--- src/rtl/g3_pkg.sv ---
package g3_pkg;

   localparam int unsigned G3_OP_W = 4;

   typedef enum logic [G3_OP_W-1:0] {
      OP_NONE    = 4'd0,
      OP_XOR_AUX = 4'd1,
      OP_AND_AUX = 4'd2,
      OP_OR_AUX  = 4'd3,
      OP_AND_ACC = 4'd4,
      OP_OR_ACC  = 4'd5,
      OP_XOR_ACC = 4'd6,
      OP_INV     = 4'd7,
      OP_LSH_AUX = 4'd8,
      OP_ASH_AUX = 4'd9,
      OP_LSH_ACC = 4'd10,
      OP_ASH_ACC = 4'd11,
      OP_ILL     = 4'd15
   } g3_op_e;

   typedef struct packed {
      g3_op_e op;
      logic   in_group;
      logic   is_logic;
      logic   is_shift;
      logic   arith;
      logic   dest;
      logic   src_aux;
      logic   aux_sel;
   } g3_dec_t;

endpackage

--- src/rtl/g3_decode.sv ---
module g3_decode
   import g3_pkg::*;
#(
   parameter int unsigned INSTR_W   = 16,
   parameter int unsigned NYB_W     = 4,
   parameter int unsigned GROUP_NYB = 3
) (
   input  logic [INSTR_W-1:0] instr,
   output g3_dec_t            dec
);

   if (INSTR_W != 16) begin : g_chk_w
      $error("g3_decode: INSTR_W must be 16");
   end
   if (GROUP_NYB >= (1 << NYB_W)) begin : g_chk_nyb
      $error("g3_decode: GROUP_NYB does not fit in NYB_W");
   end

   localparam int unsigned FAM_BIT  = 7;
   localparam int unsigned SRC_BIT  = 9;
   localparam int unsigned DST_BIT  = 8;
   localparam int unsigned KEY_LSB  = 10;

   logic [NYB_W-1:0] nyb;
   logic [1:0]       key;
   logic             fam;
   logic             b_src;

   assign nyb   = instr[INSTR_W-1 -: NYB_W];
   assign key   = instr[KEY_LSB +: 2];
   assign fam   = instr[FAM_BIT];
   assign b_src = instr[SRC_BIT];

   always_comb begin
      dec          = '0;
      dec.op       = OP_NONE;
      dec.dest     = instr[DST_BIT];
      dec.aux_sel  = b_src;
      if (nyb != NYB_W'(GROUP_NYB)) begin
         dec.op = OP_ILL;
      end else begin
         dec.in_group = 1'b1;
         unique case ({fam, key})
            3'b0_00: begin dec.op = OP_XOR_AUX; dec.is_logic = 1'b1; dec.src_aux = 1'b1; end
            3'b0_01: begin dec.op = OP_AND_AUX; dec.is_logic = 1'b1; dec.src_aux = 1'b1; end
            3'b0_10: begin dec.op = OP_OR_AUX;  dec.is_logic = 1'b1; dec.src_aux = 1'b1; end
            3'b0_11: begin
               dec.op       = b_src ? OP_OR_ACC : OP_AND_ACC;
               dec.is_logic = 1'b1;
            end
            3'b1_00: begin
               dec.op       = b_src ? OP_INV : OP_XOR_ACC;
               dec.is_logic = 1'b1;
            end
            3'b1_01: begin dec.op = OP_LSH_AUX; dec.is_shift = 1'b1; dec.src_aux = 1'b1; end
            3'b1_10: begin
               dec.op       = OP_ASH_AUX;
               dec.is_shift = 1'b1;
               dec.src_aux  = 1'b1;
               dec.arith    = 1'b1;
            end
            default: begin
               dec.op       = b_src ? OP_ASH_ACC : OP_LSH_ACC;
               dec.is_shift = 1'b1;
               dec.arith    = b_src;
            end
         endcase
      end
   end

endmodule

--- src/rtl/g3_ext_split.sv ---
module g3_ext_split #(
   parameter int unsigned INSTR_W   = 16,
   parameter int unsigned NYB_W     = 4,
   parameter int unsigned GROUP_NYB = 3,
   parameter int unsigned NOEXT_MAX = 2,
   parameter int unsigned EXT_W     = 8
) (
   input  logic [INSTR_W-1:0] instr,
   output logic               present,
   output logic [EXT_W-1:0]   field
);

   if (NOEXT_MAX >= GROUP_NYB) begin : g_chk_order
      $error("g3_ext_split: NOEXT_MAX must be below GROUP_NYB");
   end
   if (EXT_W + NYB_W > INSTR_W) begin : g_chk_ext
      $error("g3_ext_split: extension overlaps the nybble");
   end

   logic [NYB_W-1:0] nyb;
   assign nyb = instr[INSTR_W-1 -: NYB_W];

   always_comb begin
      present = 1'b0;
      field   = '0;
      if (nyb > NYB_W'(NOEXT_MAX)) begin
         present = 1'b1;
         field   = instr[EXT_W-1:0];
         if (nyb == NYB_W'(GROUP_NYB)) begin
            field[EXT_W-1] = 1'b0;
         end
      end
   end

endmodule

--- src/rtl/g3_logic.sv ---
module g3_logic
   import g3_pkg::*;
#(
   parameter int unsigned ACC_W   = 40,
   parameter int unsigned MID_LSB = 16,
   parameter int unsigned MID_W   = 16
) (
   input  g3_op_e           op,
   input  logic [ACC_W-1:0] dst_acc,
   input  logic [MID_W-1:0] src_word,
   output logic [ACC_W-1:0] new_acc
);

   if (MID_LSB + MID_W > ACC_W) begin : g_chk_fit
      $error("g3_logic: middle word exceeds accumulator");
   end

   logic [MID_W-1:0] mid_in;
   logic [MID_W-1:0] mid_out;

   assign mid_in = dst_acc[MID_LSB +: MID_W];

   always_comb begin
      unique case (op)
         OP_XOR_AUX, OP_XOR_ACC: mid_out = mid_in ^ src_word;
         OP_AND_AUX, OP_AND_ACC: mid_out = mid_in & src_word;
         OP_OR_AUX,  OP_OR_ACC:  mid_out = mid_in | src_word;
         OP_INV:                 mid_out = ~mid_in;
         default:                mid_out = mid_in;
      endcase
   end

   always_comb begin
      new_acc                     = dst_acc;
      new_acc[MID_LSB +: MID_W]   = mid_out;
   end

endmodule

--- src/rtl/g3_flags.sv ---
module g3_flags #(
   parameter int unsigned ACC_W      = 40,
   parameter int unsigned MID_LSB    = 16,
   parameter int unsigned MID_W      = 16,
   parameter bit          MIDZERO_EN = 1'b1
) (
   input  logic [ACC_W-1:0] value,
   output logic             zero,
   output logic             sign,
   output logic             midzero
);

   assign zero = (value == '0);
   assign sign = value[ACC_W-1];

   if (MIDZERO_EN) begin : g_midzero
      assign midzero = (value[MID_LSB +: MID_W] == '0);
   end else begin : g_no_midzero
      assign midzero = 1'b0;
   end

endmodule

--- src/rtl/g3_exec.sv ---
module g3_exec
   import g3_pkg::*;
#(
   parameter int unsigned ACC_W      = 40,
   parameter int unsigned MID_LSB    = 16,
   parameter int unsigned MID_W      = 16,
   parameter int unsigned INSTR_W    = 16,
   parameter int unsigned EXT_W      = 8,
   parameter bit          MIDZERO_EN = 1'b1
) (
   input  logic               clk,
   input  logic               rst_n,
   input  logic               instr_valid,
   input  logic [INSTR_W-1:0] instr,
   input  logic [ACC_W-1:0]   acc0_in,
   input  logic [ACC_W-1:0]   acc1_in,
   input  logic [MID_W-1:0]   aux0_hi,
   input  logic [MID_W-1:0]   aux1_hi,
   output logic               wr_en,
   output logic               wr_dest,
   output logic [ACC_W-1:0]   wr_acc,
   output logic               flag_zero,
   output logic               flag_sign,
   output logic               flag_midzero,
   output logic [G3_OP_W-1:0] op_code,
   output logic               ext_present,
   output logic [EXT_W-1:0]   ext_field,
   output logic               illegal,
   output logic               shift_req,
   output logic               shift_arith,
   output logic               shift_dest,
   output logic [MID_W-1:0]   shift_amount
);

   if (MID_LSB + MID_W > ACC_W) begin : g_chk_fit
      $error("g3_exec: middle word exceeds accumulator");
   end
   if (MID_W != INSTR_W) begin : g_chk_mid
      $error("g3_exec: middle word must match the data word width");
   end

   g3_dec_t            dec;
   logic               ext_p_d;
   logic [EXT_W-1:0]   ext_f_d;
   logic [ACC_W-1:0]   dst_acc;
   logic [MID_W-1:0]   other_mid;
   logic [MID_W-1:0]   aux_word;
   logic [MID_W-1:0]   src_word;
   logic [ACC_W-1:0]   new_acc;
   logic               z_d, s_d, m_d;

   g3_decode #(.INSTR_W(INSTR_W)) u_dec (
      .instr (instr),
      .dec   (dec)
   );

   g3_ext_split #(.INSTR_W(INSTR_W), .EXT_W(EXT_W)) u_ext (
      .instr   (instr),
      .present (ext_p_d),
      .field   (ext_f_d)
   );

   assign dst_acc   = dec.dest ? acc1_in : acc0_in;
   assign other_mid = dec.dest ? acc0_in[MID_LSB +: MID_W] : acc1_in[MID_LSB +: MID_W];
   assign aux_word  = dec.aux_sel ? aux1_hi : aux0_hi;
   assign src_word  = dec.src_aux ? aux_word : other_mid;

   g3_logic #(.ACC_W(ACC_W), .MID_LSB(MID_LSB), .MID_W(MID_W)) u_logic (
      .op       (dec.op),
      .dst_acc  (dst_acc),
      .src_word (src_word),
      .new_acc  (new_acc)
   );

   g3_flags #(.ACC_W(ACC_W), .MID_LSB(MID_LSB), .MID_W(MID_W),
              .MIDZERO_EN(MIDZERO_EN)) u_flags (
      .value   (new_acc),
      .zero    (z_d),
      .sign    (s_d),
      .midzero (m_d)
   );

   always_ff @(posedge clk) begin
      if (!rst_n) begin
         wr_en        <= 1'b0;
         wr_dest      <= 1'b0;
         wr_acc       <= '0;
         flag_zero    <= 1'b0;
         flag_sign    <= 1'b0;
         flag_midzero <= 1'b0;
         op_code      <= OP_NONE;
         ext_present  <= 1'b0;
         ext_field    <= '0;
         illegal      <= 1'b0;
         shift_req    <= 1'b0;
         shift_arith  <= 1'b0;
         shift_dest   <= 1'b0;
         shift_amount <= '0;
      end else begin
         wr_en       <= 1'b0;
         illegal     <= 1'b0;
         shift_req   <= 1'b0;
         op_code     <= OP_NONE;
         ext_present <= 1'b0;
         ext_field   <= '0;
         if (instr_valid) begin
            op_code     <= dec.op;
            ext_present <= ext_p_d;
            ext_field   <= ext_f_d;
            if (!dec.in_group) begin
               illegal <= 1'b1;
            end else if (dec.is_logic) begin
               wr_en        <= 1'b1;
               wr_dest      <= dec.dest;
               wr_acc       <= new_acc;
               flag_zero    <= z_d;
               flag_sign    <= s_d;
               flag_midzero <= m_d;
            end else if (dec.is_shift) begin
               shift_req    <= 1'b1;
               shift_arith  <= dec.arith;
               shift_dest   <= dec.dest;
               shift_amount <= src_word;
            end
         end
      end
   end

endmodule

--- config.mk ---
export PLATFORM = sky130hd
export DESIGN_NAME = g3_exec
export DESIGN_NICKNAME = d
export VERILOG_FILES = /design/src/rtl/g3_pkg.sv /design/src/rtl/g3_decode.sv /design/src/rtl/g3_ext_split.sv /design/src/rtl/g3_logic.sv /design/src/rtl/g3_flags.sv /design/src/rtl/g3_exec.sv
export SDC_FILE = /design/constraint.sdc
export NUM_CORES = 1
export LEC_CHECK = 0
export BUFFER_PORTS_ARGS = -buffer_cell sky130_fd_sc_hd__buf_2
export CAP_MARGIN = 40
export CELL_PAD_IN_SITES_DETAIL_PLACEMENT = 1
export CELL_PAD_IN_SITES_GLOBAL_PLACEMENT = 1
export CORE_MARGIN = 4
export CORE_UTILIZATION = 36
export CTS_CLUSTER_SIZE = 16
export DETAILED_ROUTE_END_ITERATION = 8
export MAX_ROUTING_LAYER = met4
export PLACE_DENSITY = 0.81
export SLEW_MARGIN = 25
export SYNTH_ARGS = -nofsm -noshare
export SYNTH_HDL_FRONTEND = slang
export SYNTH_HIERARCHICAL = 1
export SYNTH_SLANG_ARGS = --single-unit
--- constraint.sdc ---
create_clock -name clk -period 4.1 [get_ports clk]
set_clock_uncertainty 0.2 [all_clocks]
set_input_delay 0.41 -clock clk [delete_from_list [all_inputs] [get_ports clk]]
set_output_delay 0.41 -clock clk [all_outputs]
set_load 0.02 [all_outputs]
**Yosys cells after proc, flatten, opt, wreduce, memory -nomap -nowiden**

Index checks and enable logic that the tools add are counted.

- Flip-flop bits (word level): 78
- Output and inout port bits: 78
- Input port bits: 131
- Word-level logic and storage cells: 76

- Reductions and logical operators: 16
- Muxes and demuxes: 20
- Bitwise gates (word level): 9
- Magnitude comparators: 1
- Equal/unequal tests: 15

Operator list:

| operator | count |
|---|---|
| one-hot mux 16 bit (4 select lines) | 1 |
| two-way mux 16 bit | 3 |
| logical NOT 40 bit | 1 |
| two-way mux 40 bit | 1 |
| one-hot mux 4 bit (7 select lines) | 1 |
| bitwise AND 16 bit | 1 |
| equality test 4 x 3 -> 1 bit (second input constant) | 4 |
| logical NOT 16 bit | 1 |
| inverter 16 bit | 1 |
| OR 16 bit | 1 |
| bitwise XOR 16 bit | 1 |
| equality test 4 x 2 -> 1 bit (second input constant) | 3 |
| two-way mux 1 bit | 11 |
| OR reduction 5 bit | 2 |
| equality test 3 bit (second input constant) | 3 |
| AND reduction 3 bit | 3 |
| two-way mux 4 bit | 2 |
| OR reduction 4 bit | 2 |
| equality test 3 x 2 -> 1 bit (second input constant) | 2 |
| OR reduction 2 bit | 3 |
| OR reduction 6 bit | 1 |
| inverter 1 bit | 5 |
| equality test 4 x 1 -> 1 bit (second input constant) | 1 |
| greater-than comparator 4 x 2 -> 1 bit (second input constant) | 1 |
| 6 further kinds | 6 |

**Logic depth before layout (Yosys ltp)**

Gate-level depths: netlist (run 1).

- Depth after elaboration: 8
- Mapped depth: 15

**Modules after synthesis**

The synthesis (run 1) kept the hierarchy.

Modules (own cells, without submodules):

| module | cells an instance | area each (um^2) | instances | seq. area each (um^2) |
|---|---|---|---|---|
| g3_exec | 370 | 3633.5 | 1 | 1561.5 |
| g3_logic | 192 | 1445.1 | 1 | 0.0 |
| g3_decode | 20 | 136.4 | 1 | 0.0 |
| g3_flags | 14 | 102.6 | 1 | 0.0 |
| g3_ext_split | 10 | 75.1 | 1 | 0.0 |

**Least setup slack after synthesis (run 1)**

Ideal clock, no wire load.

- Path kind: input to register
- Start point: in instr[14]
- End point: reg flag_zero
- Stages: 14
- Slack: 0.762 ns
- Data arrival time: 3.068 ns
- Path buffers: 2
- Required time: 3.830 ns
- Cell sequence: nand4bb_1 inv_1 and3_1 buf_2 buf_4 mux2i_1 inv_1 ha_1 a221o_1 nor4_1 and4_1 and4_1 nand2_1 a21boi_1

RTL lines:

| item | RTL line | source |
|---|---|---|
| start, declared | g3_exec.sv:14 | `input logic [INSTR_W-1:0] instr,` |
| end signal, assigned | g3_exec.sv:116 | `flag_zero <= z_d;` |
| end, declared | g3_exec.sv:22 | `output logic flag_zero,` |

==> metrics.md, run 1 <==
| Metric | Value |
|---|---|
| Tcrit/Tclk final | `0.821` |
| N_diodes | `0` |
| WHS | `218 ps` |
| Endpoints failing hold | `0` |
| Final std cells w/o fill | `958` |
| Syn. warnings | `6` |
| Number of H-tree levels | `3` |
| Post-synth top area cell | `dfxtp_1` |
| Footprint of the multi-input gates | `3240 um2` |
| Seq/Total Area, Yosys | `0.290` |
| Port-buffer cells | `208` |
| Largest net degree at the start of global routing | `59` |
| Max Fclk | `297 MHz` |
| Arr. time, crit path | `3440 ps` |
| Initial Util | `0.370` |
| Row cnt | `44` |
| Relative slew slack | `0.466` |
| Tmin final | `3370 ps` |
| Avg Cell Area, Syn | `8.90 um2` |
| Placed insts | `941` |
| Net count after synthesis | `769` |
| Crit Path Category | `input pin to register` |
| Initial antenna violation count | `0` |
| Filler cells | `1794` |
| R2r startpoint | `wr_acc[23]$_SDFFE_PN0P_` |
| Vias in the first global route | `4904` |
| Clock buffer count from CTS | `9` |
| CTS-repair resized insts | `0` |
| Worst Setup SP | `instr[14]` |
| Post-synth ARST share | `0` |
| Gpl congestion | `0.796` |
| Synthesized flop and latch total | `78` |
| # nets final | `932` |
| DP HPWL | `12400 um` |
| Die area | `17000 um2` |
| Die Y-Extent | `130 um` |
| Root buf cell | `clkbuf_16` |
| Reg2Reg Capture Point | `wr_acc[23]$_SDFFE_PN0P_` |
| CP required | `4180 ps` |
| Post-CTS setup buffer count | `0` |
| Chip width | `130 um` |
| Synth top area share | `0.290` |
| Seq. cell area | `1560 um2` |
| Sink Count | `78` |
| R2R Setup Slk | `3230 ps` |
| Top_reg_cell synth | `dfxtp_1` |
| RSZ-0062 raised after global routing | `no` |
| R2R cell count | `2` |
| Area Overhead vs Synth | `23.5%` |
| Grt ovf | `0` |
| Worst setup EP type | `register` |
| Syn Inst Count | `606` |
| Worst setup path end | `flag_zero$_SDFFE_PN0P_` |
| Endpoints failing setup | `0` |
| Final wirelength | `16400 um` |
| Core box area | `14600 um2` |
| CTS Buffer Depth | `2` |
| Final Cell Area | `6660 um2` |
| Clock slew at reported path FFs | `60 ps` |
| Synth top area cells | `dfxtp_1 29%, mux2i_1 9.7%, mux2_2 8.4%, ha_1 7.4%, nand2_1 6.5%` |
| 1st-iter DRT viols | `152` |
| Status | `finished, final reports clean` |
| Setup_tns | `0 ps` |
| Placed Area | `6340 um2` |
| Hold bufs inserted after CTS | `0` |
| Global-route wire length before repair | `24800 um` |
| GRT Overall Usage | `0.190` |
| Max-cap violations | `0` |
| Via density per instance | `5.11` |
| Startpoint Class | `input pin` |
| Layout cells sized above 1 | `0.381` |
| Post-route DRC | `0` |
| Clock Latency Late Sink | `340 ps` |
| Post-route ant nets | `0` |
| Leak Pwr | `3.23 nW` |
| Pins Over Slew Limit | `0` |
| Min-delay worst type | `input pin to register` |
| VDD IR max | `0.000216 V` |
| DR WL/cell | `17.1 um` |
| Hold depth | `2` |
| CTS tree | `built` |
| PwrDens | `287 nW/um2` |
| Drt pass-1 iters | `4` |
| Io pins | `209` |
| Worst-path fanout max | `15` |
| Post-synthesis cell type count | `47` |
| Number of flops mapped to enable cells by yosys | `0` |
| Mapped Area | `5390 um2` |
| DR vias | `4896` |
| Worst Max-Slew Pin Slew | `801 ps` |
==> critical path, stage by stage <==
cell       delay, ps
buf_2            120
nand4bb_1        240
inv_1            110
buf_4            170
o211ai_1         280
and3b_1          300
o21a_2           330
a221o_1          400
nor4_1           400
and4_1           300
and4_1           190
nand2_1           60
a21boi_1         120
==> state kept, by name (all words and copies together) (netlist names), 4 cells and up <==
register / flops
wr_acc: 40
shift_amount: 16
ext_field: 8
op_code: 4
==> cell usage after synthesis, types with 9 or more instances <==
cell	number
nand2_1	93
dfxtp_1	78
mux2i_1	52
mux2_2	40
a21boi_1	39
inv_1	37
buf_4	33
ha_1	32
nor2b_1	25
nor2_1	17
a221o_1	16
a22o_1	16
and3_1	15
a21oi_1	14
buf_2	14
clkbuf_1	14
a22oi_2	9
nor4_1	9
==> through the flow <==
stage | power, mW | setup WS (ps) | util
6_report | 1.91 | 734 | 0.457
5_1_grt | 2.01 | 600 | 0.457
4_1_cts | 1.94 | 753 | 0.455
3_5_place_dp | 1.13 | 388 | 0.434
3_3_place_gp | 1.12 | 495 | 0.433
2_1_floorplan | 1.03 | 762 | -
==> logic make-up (layout without fill, tap and decap cells) <==
kind of cell | count (synthesis) | after routing | share of synthesized area
compound gates | 116 | 116 | 0.175
xor+xnor | 2 | 2 | 0.00580
fa+ha+maj | 32 | 32 | 0.0742
buf+inv | 106 | 274 | 0.111
flops | 78 | 78 | 0.290
mux | 92 | 92 | 0.180
simple gates | 180 | 180 | 0.164
==> where the power goes <==
group | total (mW) | internal [mW] | switching (mW)
combinational | 0.346 | 0.172 | 0.174
clock | 0.798 | 0.461 | 0.336
sequential | 0.766 | 0.764 | 0.00184
==> per-layer routing <==
layer	GRT usage	wire length, um	vias to the layer above	share of wire
met3	0.0476	1110	7	0.068
met1	0.228	7090	2342	0.43
met2	0.326	8080	142	0.49
met4	0.0381	112	0	0.0068
met5	-	0	-	0
li1	-	-	2405	-
==> how the worst min path moves through the flow <==
stage | from | to
finish | rst_n | wr_acc[24]$_SDFFE_PN0P_
global route | rst_n | wr_acc[27]$_SDFFE_PN0P_
CTS | rst_n | wr_acc[24]$_SDFFE_PN0P_
detailed placement | wr_acc[9]$_SDFFE_PN0P_ | wr_acc[9]$_SDFFE_PN0P_
global placement | wr_acc[27]$_SDFFE_PN0P_ | wr_acc[27]$_SDFFE_PN0P_
floorplan | flag_midzero$_SDFFE_PN0P_ | flag_midzero$_SDFFE_PN0P_
==> cell usage in the layout (no fill, tap or decap), types with 3 or more instances in the layout <==
cell       synthesis  final
a21boi_0           6      6
a21boi_1          39     39
a21oi_1           14     14
a221o_1           16     16
a22o_1            16     16
a22oi_1            6      6
a22oi_2            9      9
and2_1             4      4
and3_1            15     14
and4_1             3      3
buf_2             14    208
buf_4             33      9
clkbuf_16          0      9
clkbuf_8           0      3
dfxtp_1           78     78
ha_1              32     32
inv_1             37     37
mux2_2            40     40
mux2i_1           52     52
nand2_1           93     93
nor2_1            17     17
nor2b_1           25     25
nor4_1             9      9
==> area by class of cell <==
| class | instances | share of cell area |
|---|---|---|
| clock inverter | 4 | 0.00432 |
| tap | 184 | 0.0346 |
| multi-input combinational | 422 | 0.487 |
| sequential | 78 | 0.234 |
| timing repair buffer | 221 | 0.179 |
| inverter | 37 | 0.0208 |
| clock buffer | 12 | 0.0400 |
No activity file was read; power rests on OpenSTA's default activity.
==> run 2: changes to the inputs <==
--- a/config.mk
+++ b/config.mk
@@ -5,12 +5,13 @@
 export SDC_FILE = /design/constraint.sdc
 export NUM_CORES = 1
 export LEC_CHECK = 0
+export ABC_AREA = 1
 export BUFFER_PORTS_ARGS = -buffer_cell sky130_fd_sc_hd__buf_2
 export CAP_MARGIN = 40
 export CELL_PAD_IN_SITES_DETAIL_PLACEMENT = 1
 export CELL_PAD_IN_SITES_GLOBAL_PLACEMENT = 1
 export CORE_MARGIN = 4
-export CORE_UTILIZATION = 36
+export CORE_UTILIZATION = 33
 export CTS_CLUSTER_SIZE = 16
 export DETAILED_ROUTE_END_ITERATION = 8
 export MAX_ROUTING_LAYER = met4
==> constraint.sdc (replaced) <==
create_clock -name clk -period 3.2 [get_ports clk]
set_clock_uncertainty 0.2 [all_clocks]
set_input_delay 0.32 -clock clk [delete_from_list [all_inputs] [get_ports clk]]
set_output_delay 0.32 -clock clk [all_outputs]
set_load 0.02 [all_outputs]
==> run 2 against run 1 <==
  * First-iteration DRC count is 47% higher
  * Largest power group unchanged
  * Largest cell class unchanged
  * Utilization is 4.6 points lower
  * Clock power is 30% higher
  * Final cell count is 40% higher
  * Global-route usage is 1.3 points higher
  * Clock-buffer cell count is 1 lower
  * Combinational power is 28% higher
  * Worst setup slack worse by 310 ps
==> metrics.md, run 2 <==
| Metric | Value |
|---|---|
| Status | `finished, final reports clean (unchanged)` |
| Area Overhead vs Synth | `20.8% (was 23.5%)` |
| Post-synthesis cell type count | `24 (was 47)` |
| Synth top area share | `0.275 (was 0.290)` |
| CTS tree | `built (unchanged)` |
| Initial antenna violation count | `2 (was 0)` |
| Avg Cell Area, Syn | `5.93 um2 (was 8.90 um2)` |
| Die Y-Extent | `139 um (was 130 um)` |
| Filler cells | `2404 (was 1794)` |
| Post-route ant nets | `0 (unchanged)` |
| Sw frac | `0.277 (was 0.268)` |
| Final worst slack | `425 ps (was 734 ps)` |
| Most common cell after layout, fill and taps aside | `nand2_1 (was buf_2)` |
| CP required | `3270 ps (was 4180 ps)` |
| Seq/Total Area, Yosys | `0.275 (was 0.290)` |
| Setup_tns | `0 ps (unchanged)` |
| Switch Pwr | `0.682 mW (was 0.512 mW)` |
| Port-buffer cells | `208 (unchanged)` |
| Post-synth ARST share | `0 (unchanged)` |
| Endpoints failing setup | `0 (unchanged)` |
| Pins Over Slew Limit | `0 (unchanged)` |
| Drt pass-1 iters | `4 (unchanged)` |
| Clock slew at reported path FFs | `60 ps (about the same)` |
| Tcrit/Tclk final | `0.867` |
| Max Fclk | `360 MHz` |
| Number of flops mapped to enable cells by yosys | `0 (unchanged)` |
| Arr. time, crit path | `2850 ps (was 3440 ps)` |
| Max-cap violations | `0 (unchanged)` |
| Largest net degree at the start of global routing | `58 (was 59)` |
| CTS Buffer Depth | `2 (unchanged)` |
| Syn Inst Count | `959 (was 606)` |
| 1st-iter DRT viols | `224 (was 152)` |
| Mapped Area | `5680 um2 (was 5390 um2)` |
| Row cnt | `47 (was 44)` |
| Synth top area cells | `dfxtp_1 27%, nand2_1 21%, nor2_1 10%, inv_1 8.7%, ha_1 7.0% (was dfxtp_1 29%, mux2i_1 9.7%, mux2_2 8.4%, ha_1 7.4%, nand2_1 6.5%)` |
| Grt ovf | `0 (unchanged)` |
| Final std cells w/o fill | `1344 (was 958)` |
| Clock buffer count from CTS | `9 (unchanged)` |
| Crit Path Category | `input pin to register (unchanged)` |
| Top_reg_cell synth | `dfxtp_1 (unchanged)` |
| Io pins | `209 (unchanged)` |
| Number of flip-flops in the largest register | `40 (unchanged)` |
| Post-synth top area cell | `dfxtp_1 (unchanged)` |
| DP HPWL | `15000 um (was 12400 um)` |
| Most frequent cells in the layout | `324 x nand2_1, 208 x buf_2, 157 x nor2_1 (was 208 x buf_2, 93 x nand2_1, 78 x dfxtp_1)` |
| Commonest cells in the netlist | `324 x nand2_1, 157 x nor2_1, 131 x inv_1 (was 93 x nand2_1, 78 x dfxtp_1, 52 x mux2i_1)` |
| CTS-repair resized insts | `0 (unchanged)` |
| Biggest register | `wr_acc (unchanged)` |
| Leak Pwr | `4.19 nW (was 3.23 nW)` |
| Layout cells sized above 1 | `0.238 (was 0.381)` |
| P_int | `1.78 mW (was 1.40 mW)` |
| Vias in the first global route | `6296 (was 4904)` |
| Startpoint Class | `input pin (unchanged)` |
| Chip width | `139 um (was 130 um)` |
| Post-route DRC | `0 (unchanged)` |
| Syn. warnings | `6 (unchanged)` |
| # nets final | `1282 (was 932)` |
| Final wirelength | `19600 um (was 16400 um)` |
| Post-CTS setup buffer count | `0 (unchanged)` |
| Relative slew slack | `0.490 (was 0.466)` |
| Root buf cell | `clkbuf_16 (unchanged)` |
| Initial Util | `0.340 (was 0.370)` |
| Core box area | `16700 um2 (was 14600 um2)` |
| Min-delay worst type | `input pin to register (unchanged)` |
| Post-Place Setup Slack | `114 ps (was 388 ps)` |
| Number of H-tree levels | `3 (unchanged)` |
| Synthesized flop and latch total | `78 (unchanged)` |
| DR vias | `6214 (was 4896)` |
| Most frequent cell after synthesis | `nand2_1 (unchanged)` |
| Sequential share of power | `0.399 (was 0.401)` |
| RSZ-0062 raised after global routing | `no (unchanged)` |
| VDD IR max | `0.000224 V (was 0.000216 V)` |
| Gpl congestion | `0.777 (was 0.796)` |
| Clock Latency Late Sink | `340 ps (about the same)` |
| Worst setup EP type | `register (unchanged)` |
| Placed insts | `1328 (was 941)` |
| Worst Max-Slew Pin Slew | `764 ps (was 801 ps)` |
| Tmin final | `2770 ps` |
| PwrDens | `359 nW/um2 (was 287 nW/um2)` |
| Clock Power Share | `0.422 (was 0.418)` |
| Hold bufs inserted after CTS | `0 (unchanged)` |
| Endpoints failing hold | `0 (unchanged)` |
| Top flop regs | `wr_acc x40, shift_amount x16, ext_field x8 (unchanged)` |
| Net count after synthesis | `1122 (was 769)` |
| DR WL/cell | `14.6 um (was 17.1 um)` |
| Via density per instance | `4.62 (was 5.11)` |
| Sink Count | `78 (unchanged)` |
| Die area | `19400 um2 (was 17000 um2)` |
| Worst-path fanout max | `16 (was 15)` |
| Comb pwr share | `0.180 (was 0.181)` |
| Global-route wire length before repair | `31200 um (was 24800 um)` |
| GRT Overall Usage | `0.203 (was 0.190)` |
[run 2: changes by cell type after synthesis, moves of 38 or more]
cell | before | now
nand3_1 | 1 | 53
o21ai_0 | 3 | 41
a21boi_1 | 39 | 0
mux2_2 | 40 | 0
inv_1 | 37 | 131
nand2_1 | 93 | 324
mux2i_1 | 52 | 0
nor2_1 | 17 | 157
[run 2: power by group through the flow]
stage | clock network, mW | registers [mW] | logic (mW)
after CTS | 1.08 | 0.983 | 0.447
after floorplan | 0 | 1.02 | 0.294
after detailed placement | 0 | 1.00 | 0.443
after global placement | 0 | 1.00 | 0.426
after global routing | 1.12 | 0.983 | 0.507
final | 1.04 | 0.983 | 0.443
[run 2: kinds of logic after synthesis]
kind of cell	after synthesis	share of synthesized area
flip-flops	78	0.275
AO/OA/AOI/OAI	89	0.0837
AND/OR/NAND/NOR	552	0.389
adder cells (fa/ha/maj)	32	0.0705
buffers and inverters	208	0.182
[run 2: metal layers]
metal  up-vias  GRT usage  wire length [um]
met5         -          -                 0
met4         0     0.0484               279
met3        19     0.0446               808
met2       116      0.364             10100
met1      2913      0.229              8470
li1       3166          -                 -
[run 2: final cells by class]
cell class,count,area (um2),area share
antenna,2,5.00,0.000729
sequential,78,1560,0.227
multi-input combinational,673,3090,0.450
inverter,139,522,0.0760
clock buffer,11,253,0.0368
clock inverter,3,43.8,0.00638
tap,220,275,0.0401
timing repair buffer,218,1120,0.163
[run 2: through the flow]
stage	util	hold WS [ps]	cell area, um2	power [mW]
final	0.411	65.6	6870	2.47
after global placement	0.393	261	6560	1.43
after floorplan	-	299	5680	1.31
after detailed placement	0.393	272	6560	1.45
after global routing	0.411	75.4	6870	2.61
after CTS	0.411	54.1	6860	2.51
[run 2: path summary, 6_finish.rpt]
path                                 start                       endpoint  cells after the start  slack, ps
min reg2reg        shift_dest$_SDFFE_PN0P_        shift_dest$_SDFFE_PN0P_                      2        280
max                              instr[15]         flag_zero$_SDFFE_PN0P_                     21        430
min                               instr[3]        ext_field[3]$_SDFF_PN0_                      5         70
max reg2reg  shift_amount[11]$_SDFFE_PN0P_  shift_amount[11]$_SDFFE_PN0P_                      4       2250
[run 2: critical path, cell delays in order]
cell and delay [ps]:
buf_2 130, inv_1 60, nand2_2 60, nor2_4 90
nand2_1 60, nor2_1 110, inv_1 300, nand3_1 200
nand2_1 100, inv_1 90, inv_1 50, ha_1 280
a21oi_1 170, nand3_1 130, nor2_1 140, nand2_1 90
nor2_1 110, nand2_1 80, nor2_1 100, nor2_1 50
nor2_1 130
